### config.mk
export PLATFORM = sky130hd
export DESIGN_NAME = mdio_c45_master
export DESIGN_NICKNAME = d
export VERILOG_FILES = /design/src/rtl/mdio_c45_pkg.sv /design/src/rtl/mdio_c45_datapath.sv /design/src/rtl/mdio_c45_ctrl.sv /design/src/rtl/mdio_c45_master.sv
export SDC_FILE = /design/constraint.sdc
export NUM_CORES = 1
export LEC_CHECK = 0
export BUFFER_PORTS_ARGS = -buffer_cell sky130_fd_sc_hd__buf_2
export CAP_MARGIN = 20
export CELL_PAD_IN_SITES_DETAIL_PLACEMENT = 0
export CELL_PAD_IN_SITES_GLOBAL_PLACEMENT = 1
export CORE_UTILIZATION = 38
export DETAILED_ROUTE_END_ITERATION = 7
export GPL_TIMING_DRIVEN = 1
export PLACE_DENSITY_LB_ADDON = 0.1
export SYNTH_ARGS = -nofsm -noshare
export SYNTH_HDL_FRONTEND = slang
export SYNTH_SLANG_ARGS = --single-unit
### constraint.sdc
create_clock -name clk -period 2.4 [get_ports clk]
set_clock_uncertainty 0.1 [all_clocks]
set_input_delay 0.72 -clock clk [delete_from_list [all_inputs] [get_ports clk]]
set_output_delay 0.72 -clock clk [all_outputs]
set_load 0.01 [all_outputs]
### src/rtl/mdio_c45_pkg.sv
package mdio_c45_pkg;
  localparam int REG_W     = 32;
  localparam int FRAME_LEN = 32;
  localparam int MGMT_OFS  = 0;
  localparam int ADDR_OFS  = 8;

  // Field positions in the management word
  localparam int PORT_LSB  = 16;
  localparam int DEV_LSB   = 21;
  localparam int OP_LSB    = 26;
  localparam int VALID_BIT = 29;
  localparam int BUSY_BIT  = 30;

  localparam logic [2:0] OP_WR = 3'b101;
  localparam logic [2:0] OP_RD = 3'b111;

  // Bit indices inside a 32-bit frame
  localparam int TA1_IDX  = 14;
  localparam int TA2_IDX  = 15;
  localparam int DATA_IDX = 16;

  typedef enum logic [1:0] {ST_IDLE, ST_PRE, ST_FRAME} seqState_t;

  // Strobes from the sequencer to the datapath
  typedef struct packed {
    logic loadData;
    logic shiftOut;
    logic sampleTa;
    logic sampleData;
    logic finish;
  } seqStrobe_t;
endpackage

### src/rtl/mdio_c45_datapath.sv
module mdio_c45_datapath
  import mdio_c45_pkg::*;
#(
  parameter int ADDR_W = 4
) (
  input  logic              clk,
  input  logic              rstN,
  input  logic              regWrEn,
  input  logic [ADDR_W-1:0] regAddr,
  input  logic [REG_W-1:0]  regWrData,
  input  seqStrobe_t        strobe,
  input  logic              mdioIn,
  output logic              accept,
  output logic              busy,
  output logic              rdValid,
  output logic              isRead,
  output logic              frameBit,
  output logic [REG_W-1:0]  rdData
);
  logic [15:0]          regNum;
  logic [4:0]           portQ, devQ;
  logic [2:0]           opQ;
  logic [15:0]          dataQ;
  logic                 busyQ, validQ, taOk;
  logic [15:0]          capQ;
  logic [FRAME_LEN-1:0] shiftQ;

  logic       mgmtSel, addrSel;
  logic [2:0] wrOp;
  logic [4:0] newPort, newDev;
  logic       unusedWrBits;

  assign mgmtSel = (regAddr == ADDR_W'(MGMT_OFS));
  assign addrSel = (regAddr == ADDR_W'(ADDR_OFS));
  assign wrOp    = regWrData[OP_LSB +: 3];
  assign newPort = regWrData[PORT_LSB +: 5];
  assign newDev  = regWrData[DEV_LSB +: 5];
  assign unusedWrBits = ^regWrData[REG_W-1:OP_LSB+3];

  assign accept   = regWrEn && mgmtSel && !busyQ && ((wrOp == OP_WR) || (wrOp == OP_RD));
  assign isRead   = (opQ == OP_RD);
  assign busy     = busyQ;
  assign rdValid  = validQ;
  assign frameBit = shiftQ[FRAME_LEN-1];

  always_ff @(posedge clk) begin
    if (!rstN) begin
      regNum <= '0;
      portQ  <= '0;
      devQ   <= '0;
      opQ    <= '0;
      dataQ  <= '0;
      busyQ  <= 1'b0;
      validQ <= 1'b0;
      taOk   <= 1'b0;
      capQ   <= '0;
      shiftQ <= '1;
    end else begin
      if (regWrEn && addrSel) regNum <= regWrData[15:0];
      if (accept) begin
        portQ  <= newPort;
        devQ   <= newDev;
        opQ    <= wrOp;
        dataQ  <= regWrData[15:0];
        busyQ  <= 1'b1;
        validQ <= 1'b0;
        taOk   <= 1'b0;
        // address frame: start 00, opcode 00, port, device, turnaround 10, register
        shiftQ <= {2'b00, 2'b00, newPort, newDev, 2'b10, regNum};
      end else begin
        if (strobe.loadData)
          shiftQ <= {2'b00, (isRead ? 2'b11 : 2'b01), portQ, devQ, 2'b10,
                     (isRead ? 16'hFFFF : dataQ)};
        else if (strobe.shiftOut)
          shiftQ <= {shiftQ[FRAME_LEN-2:0], 1'b1};
        if (strobe.sampleTa)   taOk <= !mdioIn;
        if (strobe.sampleData) capQ <= {capQ[14:0], mdioIn};
        if (strobe.finish) begin
          busyQ <= 1'b0;
          if (isRead) begin
            validQ <= taOk;
            dataQ  <= capQ;
          end
        end
      end
    end
  end

  always_comb begin
    rdData = '0;
    if (mgmtSel)
      rdData = {1'b0, busyQ, validQ, opQ, devQ, portQ, dataQ};
    else if (addrSel)
      rdData = {16'h0000, regNum};
  end
endmodule

### src/rtl/mdio_c45_ctrl.sv
module mdio_c45_ctrl
  import mdio_c45_pkg::*;
#(
  parameter int CLK_DIV = 5,
  parameter int PRE_LEN = 32
) (
  input  logic       clk,
  input  logic       rstN,
  input  logic       accept,
  input  logic       isRead,
  input  logic       frameBit,
  output seqStrobe_t strobe,
  output logic       mdc,
  output logic       mdioOut,
  output logic       mdioOe
);
  localparam int CNT_MAX = (PRE_LEN > FRAME_LEN) ? PRE_LEN : FRAME_LEN;
  localparam int CNT_W   = $clog2(CNT_MAX);
  localparam int DIV_W   = (CLK_DIV > 1) ? $clog2(CLK_DIV) : 1;
  localparam logic [DIV_W-1:0] DIV_LAST = DIV_W'(CLK_DIV - 1);

  seqState_t        state;
  logic [CNT_W-1:0] bitCnt;
  logic [DIV_W-1:0] divCnt;
  logic             mdcQ, dataPhase;
  logic             wrap, riseTick, fallTick, lastPre, lastBit, inFrame, rdPhase;

  assign wrap     = (state != ST_IDLE) && (divCnt == DIV_LAST);
  assign riseTick = wrap && !mdcQ;
  assign fallTick = wrap && mdcQ;
  assign lastPre  = (bitCnt == CNT_W'(PRE_LEN - 1));
  assign lastBit  = (bitCnt == CNT_W'(FRAME_LEN - 1));
  assign inFrame  = (state == ST_FRAME);
  assign rdPhase  = inFrame && dataPhase && isRead;

  always_comb begin
    strobe            = '0;
    strobe.shiftOut   = fallTick && inFrame && !lastBit;
    strobe.loadData   = fallTick && inFrame && lastBit && !dataPhase;
    strobe.finish     = fallTick && inFrame && lastBit && dataPhase;
    strobe.sampleTa   = riseTick && rdPhase && (bitCnt == CNT_W'(TA2_IDX));
    strobe.sampleData = riseTick && rdPhase && (bitCnt >= CNT_W'(DATA_IDX));
  end

  always_ff @(posedge clk) begin
    if (!rstN) begin
      state     <= ST_IDLE;
      bitCnt    <= '0;
      divCnt    <= '0;
      mdcQ      <= 1'b0;
      dataPhase <= 1'b0;
    end else if (state == ST_IDLE) begin
      divCnt <= '0;
      mdcQ   <= 1'b0;
      if (accept) begin
        state     <= ST_PRE;
        bitCnt    <= '0;
        dataPhase <= 1'b0;
      end
    end else begin
      divCnt <= wrap ? '0 : divCnt + 1'b1;
      if (wrap) mdcQ <= !mdcQ;
      if (fallTick) begin
        if (state == ST_PRE) begin
          if (lastPre) begin
            state  <= ST_FRAME;
            bitCnt <= '0;
          end else begin
            bitCnt <= bitCnt + 1'b1;
          end
        end else if (lastBit) begin
          bitCnt <= '0;
          if (!dataPhase) begin
            state     <= ST_PRE;
            dataPhase <= 1'b1;
          end else begin
            state <= ST_IDLE;
          end
        end else begin
          bitCnt <= bitCnt + 1'b1;
        end
      end
    end
  end

  assign mdc     = mdcQ;
  assign mdioOut = (state == ST_PRE) ? 1'b1 : frameBit;
  always_comb begin
    mdioOe = 1'b0;
    if (state == ST_PRE)
      mdioOe = 1'b1;
    else if (inFrame)
      mdioOe = !(rdPhase && (bitCnt >= CNT_W'(TA1_IDX)));
  end
endmodule

### src/rtl/mdio_c45_master.sv
module mdio_c45_master
  import mdio_c45_pkg::*;
#(
  parameter int ADDR_W  = 4,
  parameter int CLK_DIV = 5,
  parameter int PRE_LEN = 32
) (
  input  logic              clk,
  input  logic              rstN,
  input  logic              regWrEn,
  input  logic [ADDR_W-1:0] regAddr,
  input  logic [31:0]       regWrData,
  output logic [31:0]       rdData,
  output logic              mdc,
  output logic              mdioOut,
  output logic              mdioOe,
  input  logic              mdioIn
);
  seqStrobe_t strobe;
  logic       accept, busy, rdValid, isRead, frameBit;

  mdio_c45_datapath #(.ADDR_W(ADDR_W)) u_dp (
    .clk(clk), .rstN(rstN), .regWrEn(regWrEn), .regAddr(regAddr),
    .regWrData(regWrData), .strobe(strobe), .mdioIn(mdioIn),
    .accept(accept), .busy(busy), .rdValid(rdValid), .isRead(isRead),
    .frameBit(frameBit), .rdData(rdData)
  );

  mdio_c45_ctrl #(.CLK_DIV(CLK_DIV), .PRE_LEN(PRE_LEN)) u_ctrl (
    .clk(clk), .rstN(rstN), .accept(accept), .isRead(isRead),
    .frameBit(frameBit), .strobe(strobe), .mdc(mdc),
    .mdioOut(mdioOut), .mdioOe(mdioOe)
  );
endmodule

==> impl_metrics.py <==
metrics = {
    "logic_synthesis": {
        "fraction_of_registers_with_async_set_reset": 0,
        "ys_dominant_reg_cell": "sky130_fd_sc_hd__dfxtp_1",
        "yosysUniqueCellTypes": 50,
        "yosysWarningCount": 0,
        "avgSynthCellArea_um2": 8.13,
        "synth_seq_area_share": 0.433,
        "syn_nets": 660,
        "count_of_mapped_cells_out_of_synthesis": 614,
        "mappedNetlistArea_um2": 4990,
        "postSynthRegisterBits": 108,
        "synth_enable_flop_cells": 0,
    },
    "placement": {
        "preCtsSetupSlack_ns": -0.232,
        "detailed_place_hpwl_um": 9010,
        "portBuffers": 70,
        "placed_cell_area_um2": 5720,
        "gp_congestion": 0.762,
    },
    "global_routing": {
        "grt_pass1_wl_um": 23500,
        "gr-total-overflow": 0,
        "first_global_vias": 4574,
        "grt.total_usage": 0.227,
        "antenna_found_initial": 0,
        "pin_count_of_the_biggest_net_entering_global_routing": 63,
    },
    "setup_path": {
        "critical_path.top_delay_family": "buffers and inverters",
        "worstPathMaxFanout": 5,
        "worstSetupStartpointType": "input port",
        "crit_path_frequent_cell": "sky130_fd_sc_hd__buf_6",
        "worstSetupPathType": "input port to output pin",
        "critPathArrivalTime_ns": 1.77,
        "timing.critical_path.to": "rdData[8]",
        "timing.reg2reg.setup_slack_ns": 0.11,
        "timing.critical_path.buf_inv": 5,
        "cp_slowest_cell": "sky130_fd_sc_hd__nor4b_4",
        "critical_path_required_ns": 1.58,
        "worstReg2RegStart": "u_ctrl.bitCnt[0]",
        "ff2ff_path_depth": 7,
        "critPathCaptureType": "output pin",
        "worstSetupStartpoint": "regAddr[0]",
        "cp_num_cells": 7,
        "critPathMaxStageDelay_ns": 0.21,
        "reg2reg_capture_point": "u_dp.shiftQ[17]",
        "critical_path.cell_chain": "buf_8 > buf_6 > nor4b_4 > buf_6 > buf_12 > a22o_1 > buf_2",
    },
    "finish": {
        "finish.net_count": 733,
        "drive_gt1_frac": 0.225,
        "final_cell_area_um2": 6320,
        "finish.utilization": 0.497,
        "antennaDiodeCount": 0,
        "fillCellCount": 1293,
        "area_grow_syn2layout_pct": 26.7,
    },
    "clock_network": {
        "cts-root-to-sink-buffers": 2,
        "cts_htree_levels": 3,
        "tritoncts.num_buffers": 9,
        "tritoncts": "built",
        "clkSlewWorstSetupHoldPaths_ns": 0.07,
        "cts.root.buffer_cell": "sky130_fd_sc_hd__clkbuf_16",
        "clock_latency_ns": 0.35,
        "cts_sinks": 108,
    },
    "timing": {
        "post-route-min-period_ns": 2.59,
        "tns_ns": -4.13,
        "final-setup-viol-count": 31,
        "achievable-frequency_mhz": 385,
        "grt_setup_unrepaired": "yes",
        "hold_violations": 0,
        "finalCritPeriodShare": 1.08,
        "final_worst_path_setup_slack_ns": -0.195,
        "final-max-slew-violation-count": 0,
    },
    "floorplan": {
        "fp.dieW_um": 117,
        "die_h_um": 117,
        "floorplan.die_area_um2": 13600,
        "rows": 41,
        "core_um2": 12700,
        "floorplan.io_pins": 75,
        "start_util": 0.392,
    },
    "route": {
        "viasPerCell": 5.60,
        "drt.antenna.violating_nets": 0,
        "routedWlPerCell_um": 17.2,
        "drt_first_iter_violations": 341,
        "drt_wl_total_um": 14900,
        "detailedRoute.firstPassIterationCount": 5,
        "vias": 4841,
        "drc": 0,
    },
    "outcome": {
        "violations": "setup timing",
        "run_status": "complete, but fails checks",
    },
    "power": {
        "max-vdd-ir-drop_mv": 0.455,
        "power_leakage_nw": 2.35,
        "power-per-cell-area_nw_per_um2": 536,
    },
    "run": {
        "cap_viol_max_count": 0,
    },
    "min_path": {
        "hp-class": "flip-flop to flip-flop",
    },
}
-- worst min path at each step --
stage,from,end,slack [ns],cells past startpoint
6_report,u_dp.devQ[4],u_dp.devQ[4],0.37,2
5_1_grt,u_dp.portQ[0],u_dp.portQ[0],0.39,2
4_1_cts,u_dp.portQ[4],u_dp.portQ[4],0.37,2
3_5_place_dp,u_dp.portQ[4],u_dp.portQ[4],0.36,2
3_3_place_gp,u_ctrl.divCnt[0],u_ctrl.divCnt[0],0.34,1
2_1_floorplan,u_ctrl.divCnt[0],u_ctrl.divCnt[0],0.33,1
-- flip-flops by register name (all words and copies together) (netlist names) --
register          count
u_dp.taOk             1
u_dp.capQ            16
u_dp.regNum          16
u_dp.busy             1
u_ctrl.dataPhase      1
u_dp.dataQ           16
u_ctrl.bitCnt         5
u_dp.rdValid          1
u_ctrl.mdc            1
u_dp.opQ              3
u_dp.portQ            5
u_ctrl.divCnt         3
u_ctrl.state          2
u_dp.devQ             5
u_dp.shiftQ          32
-- placed cells by master (no fill, tap or decap), types with 12 or more instances in the layout --
cell type                  netlist  final
sky130_fd_sc_hd__dfxtp_1       108    106
sky130_fd_sc_hd__nand2_1        93     92
sky130_fd_sc_hd__buf_2          16     64
sky130_fd_sc_hd__a21oi_1        55     55
sky130_fd_sc_hd__nor2_1         43     41
sky130_fd_sc_hd__o21ai_0        37     36
sky130_fd_sc_hd__o211ai_1       30     30
sky130_fd_sc_hd__buf_4           3     27
sky130_fd_sc_hd__nand3_1        23     23
sky130_fd_sc_hd__a221oi_1       24     22
sky130_fd_sc_hd__nor3_1         18     18
sky130_fd_sc_hd__a22o_1         16     16
sky130_fd_sc_hd__a311oi_1       16     16
sky130_fd_sc_hd__a31oi_1        15     15
sky130_fd_sc_hd__and2_1         15     13
sky130_fd_sc_hd__buf_12          0     12
-- where the power goes --
group	total, mW	internal, mW	switching [mW]	leakage [nW]
Clock	1.41	0.762	0.649	0.136
Sequential	1.81	1.80	0.00712	0.873
Combinational	0.167	0.0733	0.0940	1.34
-- stage by stage --
step	instances	power (mW)	hold slack, ns
4_1_cts	860	3.43	0.370
3_3_place_gp	835	1.99	0.339
6_report	864	3.39	0.367
3_5_place_dp	835	1.99	0.360
5_1_grt	864	3.52	0.391
2_1_floorplan	614	1.91	0.327
-- per-layer routing --
| layer | global-route usage | routed length [um] | part of all wire | vias up |
|---|---|---|---|---|
| li1 | - | - | - | 2389 |
| met2 | 0.372 | 7010 | 0.47 | 134 |
| met4 | 0.0945 | 425 | 0.029 | 0 |
| met1 | 0.296 | 6730 | 0.45 | 2293 |
| met5 | 0 | 0 | 0 | - |
| met3 | 0.0379 | 728 | 0.049 | 25 |
-- synth_stat cells (2+ instances only) --
library cell / count / area share
sky130_fd_sc_hd__a22o_1: 16 / 0.028
sky130_fd_sc_hd__clkbuf_1: 37 / 0.028
sky130_fd_sc_hd__nand4_1: 2 / 0.0025
sky130_fd_sc_hd__ha_1: 6 / 0.015
sky130_fd_sc_hd__nand2_1: 93 / 0.070
sky130_fd_sc_hd__o211ai_1: 30 / 0.045
sky130_fd_sc_hd__a221oi_1: 24 / 0.042
sky130_fd_sc_hd__a21oi_1: 55 / 0.055
sky130_fd_sc_hd__and3_1: 7 / 0.0088
sky130_fd_sc_hd__nand2b_1: 4 / 0.0050
sky130_fd_sc_hd__or3_1: 3 / 0.0038
sky130_fd_sc_hd__dfxtp_1: 108 / 0.43
sky130_fd_sc_hd__a311oi_1: 16 / 0.028
sky130_fd_sc_hd__nor3b_1: 3 / 0.0045
sky130_fd_sc_hd__nor2b_1: 2 / 0.0025
sky130_fd_sc_hd__and2_1: 15 / 0.019
sky130_fd_sc_hd__buf_2: 16 / 0.016
sky130_fd_sc_hd__nor3_1: 18 / 0.018
sky130_fd_sc_hd__a31oi_1: 15 / 0.019
sky130_fd_sc_hd__and4_1: 2 / 0.0035
sky130_fd_sc_hd__nand3_1: 23 / 0.023
sky130_fd_sc_hd__o21ai_0: 37 / 0.037
sky130_fd_sc_hd__buf_4: 3 / 0.0045
sky130_fd_sc_hd__inv_1: 8 / 0.0060
sky130_fd_sc_hd__and4b_1: 2 / 0.0040
sky130_fd_sc_hd__a22oi_1: 3 / 0.0045
sky130_fd_sc_hd__nor2_1: 43 / 0.032
-- repair_timing --
action / in CTS / in global routing
hold buffers: 0 / 0
pin swaps: 9 / 13
cloned: 3 / 3
gates resized for setup: 18 / 20
setup endpoints to repair: 48 / 53
setup buffers: 6 / 3
endpoints found under the hold margin: 0 / 0
-- kinds of logic (layout without fill, tap and decap cells) --
family                     count (synthesis)  in the layout  share of synthesized area
xor gates and xnor gates                   2              2                    0.00351
buffers and inverters                     66            144                     0.0559
muxes                                      2              2                    0.00426
and+or+nand+nor                          227            227                      0.217
DFF                                      108            108                      0.433
AOI/OAI and AO/OA                        202            202                      0.270
other                                      1              1                   0.000752
adders and majority gates                  6              6                     0.0150
-- area by class of cell --
| class | instances | area (um^2) | share of cell area |
|---|---|---|---|
| Clock buffer | 13 | 260 | 0.0412 |
| Sequential cell | 108 | 2160 | 0.342 |
| Timing Repair Buffer | 119 | 995 | 0.157 |
| Tap cell | 172 | 215 | 0.0340 |
| Inverter | 9 | 36.3 | 0.00574 |
| Multi-Input combinational cell | 440 | 2630 | 0.416 |
| Clock inverter | 3 | 21.3 | 0.00336 |
-- tightest hold or removal path, stage by stage, from the launching register on --
cell and delay [ns]:
sky130_fd_sc_hd__dfxtp_1 0.32, sky130_fd_sc_hd__nand2_1 0.05, sky130_fd_sc_hd__a21oi_1 0.05
Power figures use the tool's default switching activity.
